File: src/rtl/spi_xfer_pkg.sv
package spi_xfer_pkg;

  typedef enum logic [1:0] {
    RATE_DIV2  = 2'd0,
    RATE_DIV4  = 2'd1,
    RATE_DIV16 = 2'd2,
    RATE_DIV32 = 2'd3
  } spi_rate_e;

  typedef struct packed {
    logic      ie;
    logic      en;
    logic      mstr;
    logic      cpol;
    logic      cpha;
    spi_rate_e rate;
  } spi_ctl_t;

endpackage

File: src/rtl/spi_xfer_clkgen.sv
module spi_xfer_clkgen
  import spi_xfer_pkg::*;
#(
  parameter int DIV0 = 2,
  parameter int DIV1 = 4,
  parameter int DIV2 = 16,
  parameter int DIV3 = 32
) (
  input  logic      clk,
  input  logic      rst_n,
  input  logic      run,
  input  logic      start,
  input  spi_rate_e rate,
  output logic      tick
);

  localparam int HMAX = DIV3 / 2;
  localparam int HCW  = $clog2(HMAX) + 1;

  logic [HCW-1:0] half_m1;
  logic [HCW-1:0] hc_q, hc_d;

  always_comb begin
    unique case (rate)
      RATE_DIV2:  half_m1 = HCW'(DIV0 / 2 - 1);
      RATE_DIV4:  half_m1 = HCW'(DIV1 / 2 - 1);
      RATE_DIV16: half_m1 = HCW'(DIV2 / 2 - 1);
      default:    half_m1 = HCW'(DIV3 / 2 - 1);
    endcase
  end

  assign tick = run && (hc_q == half_m1);

  always_comb begin
    if (!run || start || tick) hc_d = '0;
    else                       hc_d = hc_q + 1'b1;
  end

  always_ff @(posedge clk or negedge rst_n) begin
    if (!rst_n) hc_q <= '0;
    else        hc_q <= hc_d;
  end

endmodule

File: src/rtl/spi_xfer_shifter.sv
module spi_xfer_shifter #(
  parameter int DATA_W = 8
) (
  input  logic              clk,
  input  logic              rst_n,
  input  logic              start,
  input  logic [DATA_W-1:0] wdata,
  input  logic              cpha,
  input  logic              shift_en,
  input  logic              odd_edge,
  input  logic              load_rx,
  input  logic              miso,
  output logic              mosi,
  output logic [DATA_W-1:0] rx_data
);

  logic [DATA_W-1:0] sh_q, sh_d;
  logic [DATA_W-1:0] rx_q, rx_d;
  logic              lat_q, lat_d;
  logic              mosi_q, mosi_d;

  always_comb begin
    sh_d   = sh_q;
    lat_d  = lat_q;
    mosi_d = mosi_q;
    rx_d   = rx_q;
    if (start) begin
      sh_d = wdata;
      if (!cpha) mosi_d = wdata[DATA_W-1];
    end else if (shift_en) begin
      if (odd_edge) begin
        if (cpha) mosi_d = sh_q[DATA_W-1];
        else      lat_d  = miso;
      end else begin
        sh_d = cpha ? {sh_q[DATA_W-2:0], miso} : {sh_q[DATA_W-2:0], lat_q};
        if (!cpha) mosi_d = sh_q[DATA_W-2];
      end
    end
    if (load_rx) rx_d = sh_d;
  end

  always_ff @(posedge clk or negedge rst_n) begin
    if (!rst_n) begin
      sh_q   <= '0;
      lat_q  <= 1'b0;
      mosi_q <= 1'b0;
      rx_q   <= '0;
    end else begin
      sh_q   <= sh_d;
      lat_q  <= lat_d;
      mosi_q <= mosi_d;
      rx_q   <= rx_d;
    end
  end

  assign mosi    = mosi_q;
  assign rx_data = rx_q;

endmodule

File: src/rtl/spi_xfer_ctrl.sv
module spi_xfer_ctrl
  import spi_xfer_pkg::*;
#(
  parameter int DATA_W      = 8,
  parameter int SYNC_STAGES = 2
) (
  input  logic     clk,
  input  logic     rst_n,
  input  logic     ctl_we,
  input  spi_ctl_t ctl_wdata,
  input  logic     dat_we,
  input  logic     clr_done,
  input  logic     clr_wcol,
  input  logic     clr_fault,
  input  logic     ss_n,
  input  logic     tick,
  output spi_ctl_t ctl,
  output logic     start,
  output logic     busy,
  output logic     shift_en,
  output logic     odd_edge,
  output logic     load_rx,
  output logic     sck,
  output logic     done_flag,
  output logic     wcol_flag,
  output logic     fault_flag
);

  localparam int EDGES = 2 * DATA_W;
  localparam int EW    = $clog2(EDGES);

  spi_ctl_t       ctl_q, ctl_d;
  logic           busy_q, busy_d;
  logic [EW-1:0]  ecnt_q, ecnt_d;
  logic           sck_q, sck_d;
  logic           done_q, done_d;
  logic           wcol_q, wcol_d;
  logic           fault_q, fault_d;
  logic [SYNC_STAGES-1:0] ss_sync_q;
  logic           fault_cond, last_edge;

  // slave-select synchronizer chain
  generate
    for (genvar g = 0; g < SYNC_STAGES; g++) begin : g_sync
      always_ff @(posedge clk or negedge rst_n) begin
        if (!rst_n) ss_sync_q[g] <= 1'b1;
        else if (g == 0) ss_sync_q[g] <= ss_n;
        else ss_sync_q[g] <= ss_sync_q[(g == 0) ? 0 : g-1];
      end
    end
  endgenerate

  assign fault_cond = ctl_q.en && ctl_q.mstr && !ss_sync_q[SYNC_STAGES-1];
  assign start      = dat_we && ctl_q.en && ctl_q.mstr && !busy_q && !fault_cond;
  assign last_edge  = tick && (ecnt_q == EW'(EDGES - 1));
  assign odd_edge   = !ecnt_q[0];
  assign shift_en   = tick && !fault_cond;
  assign load_rx    = last_edge && !fault_cond;

  always_comb begin
    ctl_d = ctl_we ? ctl_wdata : ctl_q;
    if (fault_cond) begin
      ctl_d.en   = 1'b0;
      ctl_d.mstr = 1'b0;
    end

    busy_d = busy_q;
    if (fault_cond)     busy_d = 1'b0;
    else if (start)     busy_d = 1'b1;
    else if (last_edge) busy_d = 1'b0;

    ecnt_d = ecnt_q;
    if (start)     ecnt_d = '0;
    else if (tick) ecnt_d = ecnt_q + 1'b1;

    if (fault_cond || !busy_q) sck_d = ctl_q.cpol;
    else if (tick)             sck_d = !sck_q;
    else                       sck_d = sck_q;

    done_d = done_q;
    if (load_rx)       done_d = 1'b1;
    else if (clr_done) done_d = 1'b0;

    wcol_d = wcol_q;
    if (dat_we && busy_q) wcol_d = 1'b1;
    else if (clr_wcol)    wcol_d = 1'b0;

    fault_d = fault_q;
    if (fault_cond)     fault_d = 1'b1;
    else if (clr_fault) fault_d = 1'b0;
  end

  always_ff @(posedge clk or negedge rst_n) begin
    if (!rst_n) begin
      ctl_q   <= '0;
      busy_q  <= 1'b0;
      ecnt_q  <= '0;
      sck_q   <= 1'b0;
      done_q  <= 1'b0;
      wcol_q  <= 1'b0;
      fault_q <= 1'b0;
    end else begin
      ctl_q   <= ctl_d;
      busy_q  <= busy_d;
      ecnt_q  <= ecnt_d;
      sck_q   <= sck_d;
      done_q  <= done_d;
      wcol_q  <= wcol_d;
      fault_q <= fault_d;
    end
  end

  assign ctl        = ctl_q;
  assign busy       = busy_q;
  assign sck        = sck_q;
  assign done_flag  = done_q;
  assign wcol_flag  = wcol_q;
  assign fault_flag = fault_q;

endmodule

File: src/rtl/spi_xfer_master.sv
module spi_xfer_master
  import spi_xfer_pkg::*;
#(
  parameter int DATA_W      = 8,
  parameter int SYNC_STAGES = 2,
  parameter int DIV0        = 2,
  parameter int DIV1        = 4,
  parameter int DIV2        = 16,
  parameter int DIV3        = 32
) (
  input  logic              clk,
  input  logic              rst_n,
  input  logic              ctl_we,
  input  logic              ctl_ie,
  input  logic              ctl_en,
  input  logic              ctl_mstr,
  input  logic              ctl_cpol,
  input  logic              ctl_cpha,
  input  logic [1:0]        ctl_rate,
  input  logic              dat_we,
  input  logic [DATA_W-1:0] dat_wdata,
  input  logic              clr_done,
  input  logic              clr_wcol,
  input  logic              clr_fault,
  output logic [DATA_W-1:0] rx_data,
  output logic              busy,
  output logic              done_flag,
  output logic              wcol_flag,
  output logic              fault_flag,
  output logic              irq,
  output logic              en_o,
  output logic              mstr_o,
  output logic              spi_sck,
  output logic              spi_mosi,
  output logic              spi_drv_en,
  input  logic              spi_miso,
  input  logic              spi_ss_n
);

  spi_ctl_t ctl_wdata, ctl_cur;
  logic     start, tick, shift_en, odd_edge, load_rx;

  assign ctl_wdata = '{ie: ctl_ie, en: ctl_en, mstr: ctl_mstr, cpol: ctl_cpol,
                       cpha: ctl_cpha, rate: spi_rate_e'(ctl_rate)};

  spi_xfer_ctrl #(.DATA_W(DATA_W), .SYNC_STAGES(SYNC_STAGES)) u_ctrl (
    .clk(clk), .rst_n(rst_n), .ctl_we(ctl_we), .ctl_wdata(ctl_wdata),
    .dat_we(dat_we), .clr_done(clr_done), .clr_wcol(clr_wcol),
    .clr_fault(clr_fault), .ss_n(spi_ss_n), .tick(tick), .ctl(ctl_cur),
    .start(start), .busy(busy), .shift_en(shift_en), .odd_edge(odd_edge),
    .load_rx(load_rx), .sck(spi_sck), .done_flag(done_flag),
    .wcol_flag(wcol_flag), .fault_flag(fault_flag)
  );

  spi_xfer_clkgen #(.DIV0(DIV0), .DIV1(DIV1), .DIV2(DIV2), .DIV3(DIV3)) u_clkgen (
    .clk(clk), .rst_n(rst_n), .run(busy), .start(start),
    .rate(ctl_cur.rate), .tick(tick)
  );

  spi_xfer_shifter #(.DATA_W(DATA_W)) u_shift (
    .clk(clk), .rst_n(rst_n), .start(start), .wdata(dat_wdata),
    .cpha(ctl_cur.cpha), .shift_en(shift_en), .odd_edge(odd_edge),
    .load_rx(load_rx), .miso(spi_miso), .mosi(spi_mosi), .rx_data(rx_data)
  );

  assign en_o       = ctl_cur.en;
  assign mstr_o     = ctl_cur.mstr;
  assign spi_drv_en = ctl_cur.en && ctl_cur.mstr;
  assign irq        = ctl_cur.ie && (done_flag || fault_flag);

endmodule

File: config.mk
export PLATFORM = sky130hd
export DESIGN_NAME = spi_xfer_master
export DESIGN_NICKNAME = d
export VERILOG_FILES = /design/src/rtl/spi_xfer_pkg.sv /design/src/rtl/spi_xfer_clkgen.sv /design/src/rtl/spi_xfer_shifter.sv /design/src/rtl/spi_xfer_ctrl.sv /design/src/rtl/spi_xfer_master.sv
export SDC_FILE = /design/constraint.sdc
export NUM_CORES = 1
export LEC_CHECK = 0
export BUFFER_PORTS_ARGS = -buffer_cell sky130_fd_sc_hd__buf_4
export CAP_MARGIN = 5
export CORE_ASPECT_RATIO = 1.4
export CORE_UTILIZATION = 47
export DETAILED_ROUTE_END_ITERATION = 8
export GPL_TIMING_DRIVEN = 0
export MAX_ROUTING_LAYER = met4
export PLACE_DENSITY = 0.7
export SETUP_SLACK_MARGIN = 0.5
export SYNTH_ARGS = -nofsm -noshare
export SYNTH_HDL_FRONTEND = slang
export SYNTH_SLANG_ARGS = --single-unit
File: constraint.sdc
create_clock -name clk -period 2.1 [get_ports clk]
set_clock_uncertainty 0.05 [all_clocks]
set_input_delay 0.105 -clock clk [delete_from_list [all_inputs] [get_ports clk]]
set_output_delay 0.105 -clock clk [all_outputs]
set_load 0.005 [all_outputs]
==> results.sh, run 1 <==
export IMPL_gp_congestion=0.814
export IMPL_clk_path_buf_depth=2
export IMPL_final_cells=308
export IMPL_grt_max_degree=42
export IMPL_start_util=0.493
export IMPL_vias_per_cell=5.87
export IMPL_yosysUniqueCellTypes=42
export IMPL_cp_required_ns=2.21
export IMPL_routed_wl_mm=5.94
export IMPL_synth_edff_count=0
export IMPL_pre_cts_ws_ns=-0.0904
export IMPL_ant_nets=0
export IMPL_ir_worst_vdd_uv=953
export IMPL_htreeDepth=2
export IMPL_total_power_mw=3.47
export IMPL_maxSlewHeadroom=0.519
export IMPL_antenna_cells=0
export IMPL_insertion_delay_ns=0.30
export IMPL_io_pins=42
export IMPL_drv_cap=0
export IMPL_leakage_nw=1.33
export IMPL_status="finished clean"
export IMPL_critical_path_class="reg -> reg"
export IMPL_synth_cells=177
export IMPL_clockRootBuffer="clkbuf_8"
export IMPL_die_area_um2=4370
export IMPL_grt_pass1_vias=1859
export IMPL_rsz0062_at_grt="yes"
export IMPL_final_common_cell="buf_4"
export IMPL_synthArstFlopShare=1.00
export IMPL_power_share_combinational=0.440
export IMPL_synth_seq_cells=41
export IMPL_clkSinkCount=41
export IMPL_endpoint_kind="flip-flop"
export IMPL_intPower_mw=2.20
export IMPL_dp_hpwl_mm=3.16
export IMPL_std_cell_rows=27
export IMPL_fp_dieH_um=77.8
export IMPL_coreArea_um2=3920
export IMPL_cp_arrival_ns=2.15
export IMPL_globalRouteOverflowTotal=0
export IMPL_tightest_slew_ns=0.721
export IMPL_synth_area_um2=1930
export IMPL_layout_drive_gt1_share=0.517
export IMPL_finalNetCount=290
export IMPL_wl_per_cell_um=19.3
export IMPL_grt_pass1_wl_mm=9.09
export IMPL_yosys_warnings=0
export IMPL_startpoint_type="flip-flop"
export IMPL_stdcell_area_um2=3070
export IMPL_drt_iter0_drc=110
export IMPL_dpl_cell_count=260
export IMPL_die_w_um=56.2
export IMPL_syn_area_per_cell_um2=10.9
export IMPL_cts_tree="done"
export IMPL_p_seq_frac=0.368
export IMPL_swShare=0.366
export IMPL_antenna_found_initial=0
export IMPL_min_period_ns=2.04
export IMPL_fill_cells=243
export IMPL_synth_nets=203
export IMPL_finalCritPeriodShare=0.969
export IMPL_pwr_share_clk=0.192
export IMPL_io_buffers=40
export IMPL_critPathMaxFanout=4
export IMPL_fmax_mhz=491
export IMPL_hold_path_class="in -> reg"
export IMPL_placedInstanceArea_um2=2310
export IMPL_cts_buffers=5
export IMPL_p_switching_mw=1.27
export IMPL_slew_viol_final=0
export IMPL_hold_violations=0
export IMPL_p_per_area_nw_per_um2=1130
export IMPL_synth_main_ff_cell="dfrtp_1"
export IMPL_grt_use_total=0.278
export IMPL_layout_common_cells="buf_4 (51), dfrtp_1 (34), buf_6 (17)"
export IMPL_vias=1809
export IMPL_area_delta_synth_final_pct=59.2
export IMPL_drcViolationCount=0
export IMPL_timing_final_ws_setup_ns=0.0642
export IMPL_finalSetupViolCount=0
export IMPL_seq_area_frac_synth=0.533
export IMPL_path_clk_slew_ns=0.08
export IMPL_drt_first_pass_iters=4
==> critical path: stages (launching register included) <==
cell,delay (ns)
dfrtp_2,0.42
nor2b_4,0.14
o41ai_4,0.33
o211ai_2,0.19
buf_6,0.18
buf_6,0.11
buf_6,0.12
buf_6,0.12
nor2_4,0.09
o211ai_1,0.15
==> cell usage after synthesis, drive strengths merged (2+ instances only) <==
master,instances,area [µm²]
nand2,9,33.8
clkbuf,5,18.8
o211ai,4,35.0
ha,2,25.0
inv,4,15.0
a31oi,13,81.3
xor2,5,43.8
and2,2,12.5
buf,3,23.8
mux2i,4,40.0
nor2b,2,12.5
o21ai,9,48.8
nor2,19,73.8
and3,3,18.8
dfrtp,39,976
nand3,13,65.1
xnor2,2,17.5
nand4,2,12.5
dfstp,2,52.6
mux2,9,101
o21a,3,22.5
a21oi,9,45.0
nand2b,3,21.3
==> power by group through the flow <==
stage | clock network [mW] | registers, mW | logic (mW)
2_1_floorplan | 0 | 1.22 | 0.576
3_3_place_gp | 0 | 1.25 | 0.869
3_5_place_dp | 0 | 1.26 | 0.898
4_1_cts | 0.675 | 1.26 | 1.21
5_1_grt | 0.714 | 1.30 | 1.62
6_report | 0.667 | 1.28 | 1.53
==> metrics by stage <==
stage | util | hold slack (ns) | TNS, ns
floorplan | - | -0.241 | 0
global placement | 0.589 | 0.0634 | -0.136
detailed placement | 0.589 | 0.0672 | -0.176
CTS | 0.727 | 0.00536 | 0
global route | 0.784 | 0.0340 | -0.00381
finish | 0.784 | 0.0221 | 0
==> logic make-up (layout without fill, tap and decap cells) <==
family,Yosys count,after routing,share of synthesized area
AO/OA/AOI/OAI,44,44,0.163
multiplexers,13,13,0.0732
flip-flops,41,41,0.533
buffers and inverters,12,100,0.0298
adder cells (fa/ha/maj),2,2,0.0130
XOR/XNOR,7,7,0.0318
AND/OR/NAND/NOR,58,58,0.157
==> per-layer routing <==
metal  GRT usage  vias up  routed length [µm]
met2       0.500       76                3310
li1            -      814                   -
met1       0.303      904                2230
met5           -        -                   0
met3      0.0533       15                 264
met4      0.0951        0                 129
==> worst paths after layout <==
| path | startpoint | end | slack [ns] | cells past startpoint |
|---|---|---|---|---|
| min reg2reg | u_ctrl.ss_sync_q[0]$_DFF_PN1_ | u_ctrl.ss_sync_q[1]$_DFF_PN1_ | 0.31 | 0 |
| max in group asynchronous | rst_n | u_ctrl.ctl[0]$_DFFE_PN0P_ | 1.34 | 2 |
| min | ctl_mstr | u_ctrl.ctl[4]$_DFFE_PN0P_ | 0.02 | 3 |
| max | u_clkgen.hc_q[0]$_DFF_PN0_ | u_shift.sh_q[7]$_DFF_PN0_ | 0.06 | 9 |
| min in group asynchronous | rst_n | u_ctrl.ctl[5]$_DFFE_PN0P_ | 0.27 | 2 |
| max reg2reg | u_clkgen.hc_q[0]$_DFF_PN0_ | u_shift.sh_q[7]$_DFF_PN0_ | 0.06 | 9 |
==> cell type report <==
type                            instances  area [µm²]  area share
Multi-Input combinational cell        124        1090       0.354
Buffer                                  8        50.0      0.0163
Clock buffer                            6        82.6      0.0269
Tap cell                               43        53.8      0.0175
Clock inverter                          2        37.5      0.0122
Inverter                                4        15.0     0.00488
Timing Repair Buffer                   80         711       0.231
Sequential cell                        41        1030       0.337
==> registers in the layout, summed over array words and instances (netlist names), 2 cells and up <==
signal and flops:
u_clkgen.hc_q 5, u_ctrl.ctl 7, u_ctrl.ecnt_q 4, u_ctrl.ss_sync_q 2, u_shift.rx_data 8, u_shift.sh_q 8
==> timing repair <==
item                       in CTS  in global routing
setup endpoints to repair      30                 29
gates cloned                    1                  0
pin swaps                      16                 19
setup buffers                  20                  7
resized for setup              37                 36
hold endpoints to repair       49                  1
hold buffers                   11                  1
Power figures use the tool's default switching activity.
==> inputs of run 2 (changes only) <==
BUFFER_PORTS_ARGS = unset   (was -buffer_cell sky130_fd_sc_hd__buf_4)
DONT_BUFFER_PORTS = 1   (was unset)
PLACE_DENSITY = 0.61   (was 0.7)
SKIP_LAST_GASP = 1   (was unset)
==> results.sh, run 2 (synthesis gave the netlist of run 1 again) <==
export IMPL_critPathMaxFanout=5
export IMPL_status="finished clean"
export IMPL_worstRegToRegCells=4
export IMPL_crit_chain="o41ai_4 -> o211ai_2 -> and3_1 -> or4_1"
export IMPL_ir_worst_vdd_uv=918
export IMPL_drt_iter0_drc=68
export IMPL_clk_path_buf_depth=2
export IMPL_tightest_slew_ns=0.465
export IMPL_finalNetCount=256
export IMPL_grt_pass1_wl_mm=8.07
export IMPL_r2r_slack_ns=0.13
export IMPL_startpoint_type="flip-flop"
export IMPL_antenna_found_initial=0
export IMPL_fmax_mhz=508
export IMPL_ant_nets=0
export IMPL_grt_use_total=0.245
export IMPL_critical_path_class="reg -> reg"
export IMPL_antenna_cells=0
export IMPL_die_w_um=56.2
export IMPL_endpoint_kind="flip-flop"
export IMPL_finalCritPeriodShare=0.937
export IMPL_insertion_delay_ns=0.29
export IMPL_slowest_stage="or4_1"
export IMPL_coreArea_um2=3920
export IMPL_path_delay_family="simple AND/OR/NAND/NOR gates"
export IMPL_fill_cells=294
export IMPL_grt_max_degree=42
export IMPL_final_common_cell="dfrtp_1"
export IMPL_std_cell_rows=27
export IMPL_start_util=0.493
export IMPL_vias=1617
export IMPL_drt_first_pass_iters=4
export IMPL_clkSinkCount=41
export IMPL_wl_met1_mm=1.98
export IMPL_gp_congestion=0.773
export IMPL_htreeDepth=2
export IMPL_leakage_nw=1.15
export IMPL_io_buffers=0
export IMPL_crit_buf_inv=0
export IMPL_clockRootBuffer="clkbuf_8"
export IMPL_dp_hpwl_mm=2.92
export IMPL_rr_startpoint="u_ctrl.ctl[1]$_DFFE_PN0P_"
export IMPL_io_pins=42
export IMPL_drcViolationCount=0
export IMPL_area_delta_synth_final_pct=42.1
export IMPL_slew_viol_final=0
export IMPL_cts_tree="done"
export IMPL_drv_cap=0
export IMPL_cts_buffers=5
export IMPL_path_clk_slew_ns=0.07
export IMPL_met2_length_mm=2.76
export IMPL_wl_met3_um=266
export IMPL_layout_common_cells="dfrtp_1 (34), dlygate4sd3_1 (22), nor2_1 (17)"
export IMPL_worstHoldPathCells=3
export IMPL_cp_required_ns=2.21
export IMPL_total_power_mw=2.95
export IMPL_fp_dieH_um=77.8
export IMPL_min_from="dat_we"
export IMPL_maxSlewHeadroom=0.690
export IMPL_layout_drive_gt1_share=0.359
export IMPL_hold_violations=0
export IMPL_cp_arrival_ns=2.08
export IMPL_reg2reg_to="u_shift.mosi$_DFFE_PN0P_"
export IMPL_holdPathEnd="u_shift.sh_q[5]$_DFF_PN0_"
export IMPL_cpPeakStageDelay_ns=0.52
export IMPL_die_area_um2=4370
export IMPL_routed_wl_mm=5.10
export IMPL_vias_per_cell=5.90
export IMPL_min_period_ns=1.97
export IMPL_highest_layer="met4"
export IMPL_rsz0062_at_grt="yes"
export IMPL_dpl_cell_count=220
export IMPL_final_cells=274
export IMPL_wl_per_cell_um=18.6
export IMPL_hold_path_class="in -> reg"
export IMPL_finalSetupViolCount=0
export IMPL_p_per_area_nw_per_um2=1070
export IMPL_globalRouteOverflowTotal=0
export IMPL_grt_pass1_vias=1756
## run 2: worst max-delay path by stage
stage	startpoint	to	slack [ns]	depth (start not counted)
after floorplan	u_clkgen.hc_q[0]$_DFF_PN0_	u_shift.rx_data[0]$_DFFE_PN0P_	0.18	5
after global placement	u_clkgen.hc_q[0]$_DFF_PN0_	u_shift.rx_data[0]$_DFFE_PN0P_	-0.07	5
after CTS	u_ctrl.ctl[1]$_DFFE_PN0P_	u_shift.mosi$_DFFE_PN0P_	0.15	4
final	u_ctrl.ctl[1]$_DFFE_PN0P_	u_shift.mosi$_DFFE_PN0P_	0.13	4
after detailed placement	u_clkgen.hc_q[0]$_DFF_PN0_	u_shift.rx_data[0]$_DFFE_PN0P_	-0.13	5
after global routing	u_ctrl.ctl[1]$_DFFE_PN0P_	u_shift.rx_data[0]$_DFFE_PN0P_	0.1	5
## run 2: where the power goes
group	switching (mW)	internal, mW	leakage (nW)
clock network	0.254	0.236	0.0395
registers	0.277	1.04	0.503
logic	0.567	0.578	0.603
total	1.10	1.85	1.15
## run 2: timing repair
| action | 4_1_cts | 5_1_grt |
|---|---|---|
| buffers inserted | 19 | 3 |
| setup endpoints to repair | 30 | 30 |
| gates resized for setup | 37 | 19 |
| pin swaps | 18 | 8 |
| hold buffers | 23 | 0 |
| endpoints found under the hold margin | 61 | 0 |
| cloned | 1 | 0 |
## run 2: cell type report
class,count,area (µm²),area share
Buffer,8,58.8,0.0214
Clock buffer,8,80.1,0.0292
Inverter,4,15.0,0.00547
Multi-Input combinational cell,124,1020,0.372
Sequential cell,41,1030,0.377
Tap cell,43,53.8,0.0196
Timing Repair Buffer,46,480,0.175
## run 2: stage by stage
stage | setup WS (ns) | setup TNS (ns) | instance area (µm²) | hold slack, ns | util
4_1_cts | 0.153 | 0 | 2650 | 0.0919 | 0.675
2_1_floorplan | 0.180 | 0 | 1960 | -0.241 | -
3_3_place_gp | -0.0714 | -0.141 | 2010 | -0.240 | 0.513
6_report | 0.132 | 0 | 2740 | 0.0837 | 0.700
3_5_place_dp | -0.126 | -0.250 | 2010 | -0.240 | 0.513
5_1_grt | 0.0959 | 0 | 2740 | 0.0817 | 0.700
## run 2: per-layer routing
metal	track usage	up-vias
li1	-	745
met1	0.255	805
met2	0.435	58
met3	0.0617	9
met4	0.105	0
met5	-	-
## run 2: worst min-delay path, cell delays in order
cell and delay, ns:
nand2_2 0.11, nor2_1 0.12, a31oi_1 0.05
==> inputs of run 3 (changes only) <==
CTS_BUF_LIST = sky130_fd_sc_hd__clkbuf_8   (was unset)
==> results.sh, run 3 (synthesis gave the netlist of run 1 again) <==
export IMPL_path_clk_slew_ns=0.07
export IMPL_routed_wl_mm=5.07
export IMPL_hold_path_class="in -> reg"
export IMPL_grt_max_degree=42
export IMPL_wl_per_cell_um=18.5
export IMPL_cts_buffers=5
export IMPL_rsz0062_at_grt="yes"
export IMPL_setup_tns_ns=0
export IMPL_start_util=0.493
export IMPL_die_area_um2=4370
export IMPL_dpl_cell_count=220
export IMPL_finalCritPeriodShare=0.938
export IMPL_min_period_ns=1.97
export IMPL_io_buffers=0
export IMPL_use_met1=0.255
export IMPL_area_delta_synth_final_pct=42.1
export IMPL_coreArea_um2=3920
export IMPL_startpoint_type="flip-flop"
export IMPL_insertion_delay_ns=0.29
export IMPL_top_usage_layer="met2"
export IMPL_final_common_cell="dfrtp_1"
export IMPL_critPathMaxFanout=5
export IMPL_fp_dieH_um=77.8
export IMPL_drcViolationCount=0
export IMPL_grtUsageMet2=0.435
export IMPL_vias=1593
export IMPL_grt_pass1_vias=1756
export IMPL_grt_use_met3=0.0617
export IMPL_antenna_found_initial=0
export IMPL_cp_required_ns=2.21
export IMPL_dp_hpwl_mm=2.92
export IMPL_hold_violations=0
export IMPL_cp_arrival_ns=2.08
export IMPL_drt_iter0_drc=73
export IMPL_clkSinkCount=41
export IMPL_ant_nets=0
export IMPL_clockRootBuffer="clkbuf_8"
export IMPL_drv_cap=0
export IMPL_gp_congestion=0.773
export IMPL_ir_worst_vdd_uv=921
export IMPL_endpoint_kind="flip-flop"
export IMPL_finalSetupViolCount=0
export IMPL_htreeDepth=2
export IMPL_drt_first_pass_iters=4
export IMPL_layout_drive_gt1_share=0.359
export IMPL_fmax_mhz=507
export IMPL_maxSlewHeadroom=0.686
export IMPL_final_cells=274
export IMPL_grt_pass1_wl_mm=8.07
export IMPL_globalRouteOverflowTotal=0
export IMPL_total_power_mw=2.93
export IMPL_slew_viol_final=0
export IMPL_vias_per_cell=5.81
export IMPL_antenna_cells=0
export IMPL_layout_common_cells="dfrtp_1 (34), dlygate4sd3_1 (22), nor2_1 (17)"
export IMPL_critical_path_class="reg -> reg"
export IMPL_p_per_area_nw_per_um2=1070
export IMPL_cts_tree="done"
export IMPL_std_cell_rows=27
export IMPL_tightest_slew_ns=0.471
export IMPL_finalNetCount=256
export IMPL_leakage_nw=1.16
export IMPL_fill_cells=294
export IMPL_grt_use_total=0.245
export IMPL_status="finished clean"
export IMPL_io_pins=42
export IMPL_die_w_um=56.2
export IMPL_clk_path_buf_depth=2
[run 3: worst max-delay path, cell delays in order (launching register included)]
cell      delay [ns]
dfrtp_2         0.46
o41ai_4         0.41
o211ai_2        0.19
and3_1          0.21
or4_1           0.52
[run 3: repair_timing]
| item | CTS | global route |
|---|---|---|
| setup endpoints to repair | 30 | 30 |
| hold buffers | 23 | 0 |
| pin swaps | 18 | 8 |
| gates resized for setup | 37 | 19 |
| setup buffers | 19 | 3 |
| hold endpoints to repair | 61 | 0 |
| cloned | 1 | 0 |
[run 3: stage by stage]
stage                     hold slack, ns  worst slack, ns  cell area, µm²   util
after floorplan                   -0.241            0.180            1960      -
after global placement            -0.240          -0.0714            2010  0.513
after detailed placement          -0.240           -0.126            2010  0.513
after CTS                         0.0916            0.153            2650  0.675
after global routing              0.0812           0.0962            2740  0.700
final                             0.0808            0.129            2740  0.700
[run 3: layout make-up]
type                            count  area [µm²]  share of cell area
Sequential cell                    41        1030               0.377
Multi-Input combinational cell    124        1020               0.372
Timing Repair Buffer               46         480               0.175
Clock buffer                        5        68.8              0.0251
Buffer                              8        58.8              0.0214
Tap cell                           43        53.8              0.0196
Inverter                            4        15.0             0.00547
Clock inverter                      3        11.3             0.00410
[run 3: layer usage]
metal,share of wire,routed length (µm),vias to the layer above
li1,-,-,744
met1,0.40,2050,801
met2,0.54,2740,39
met3,0.039,199,9
met4,0.017,86,0
met5,0,0,-
[run 3: power breakdown]
group | internal [mW] | total (mW) | leakage, nW | switching, mW
sequential | 1.04 | 1.31 | 0.503 | 0.277
combinational | 0.578 | 1.14 | 0.603 | 0.564
clock | 0.222 | 0.477 | 0.0519 | 0.255
[run 3: path summary, 6_finish.rpt]
check	slack (ns)	cells after the start	startpoint	end
worst max-delay path	0.13	4	u_ctrl.ctl[1]$_DFFE_PN0P_	u_shift.mosi$_DFFE_PN0P_
worst min-delay path	0.08	3	dat_we	u_shift.sh_q[5]$_DFF_PN0_
worst max register to register	0.13	4	u_ctrl.ctl[1]$_DFFE_PN0P_	u_shift.mosi$_DFFE_PN0P_
worst min register to register	0.31	0	u_ctrl.ss_sync_q[0]$_DFF_PN1_	u_ctrl.ss_sync_q[1]$_DFF_PN1_
max in group asynchronous	1.50	2	rst_n	u_ctrl.ss_sync_q[1]$_DFF_PN1_
min in group asynchronous	0.25	2	rst_n	u_ctrl.sck$_DFFE_PN0P_
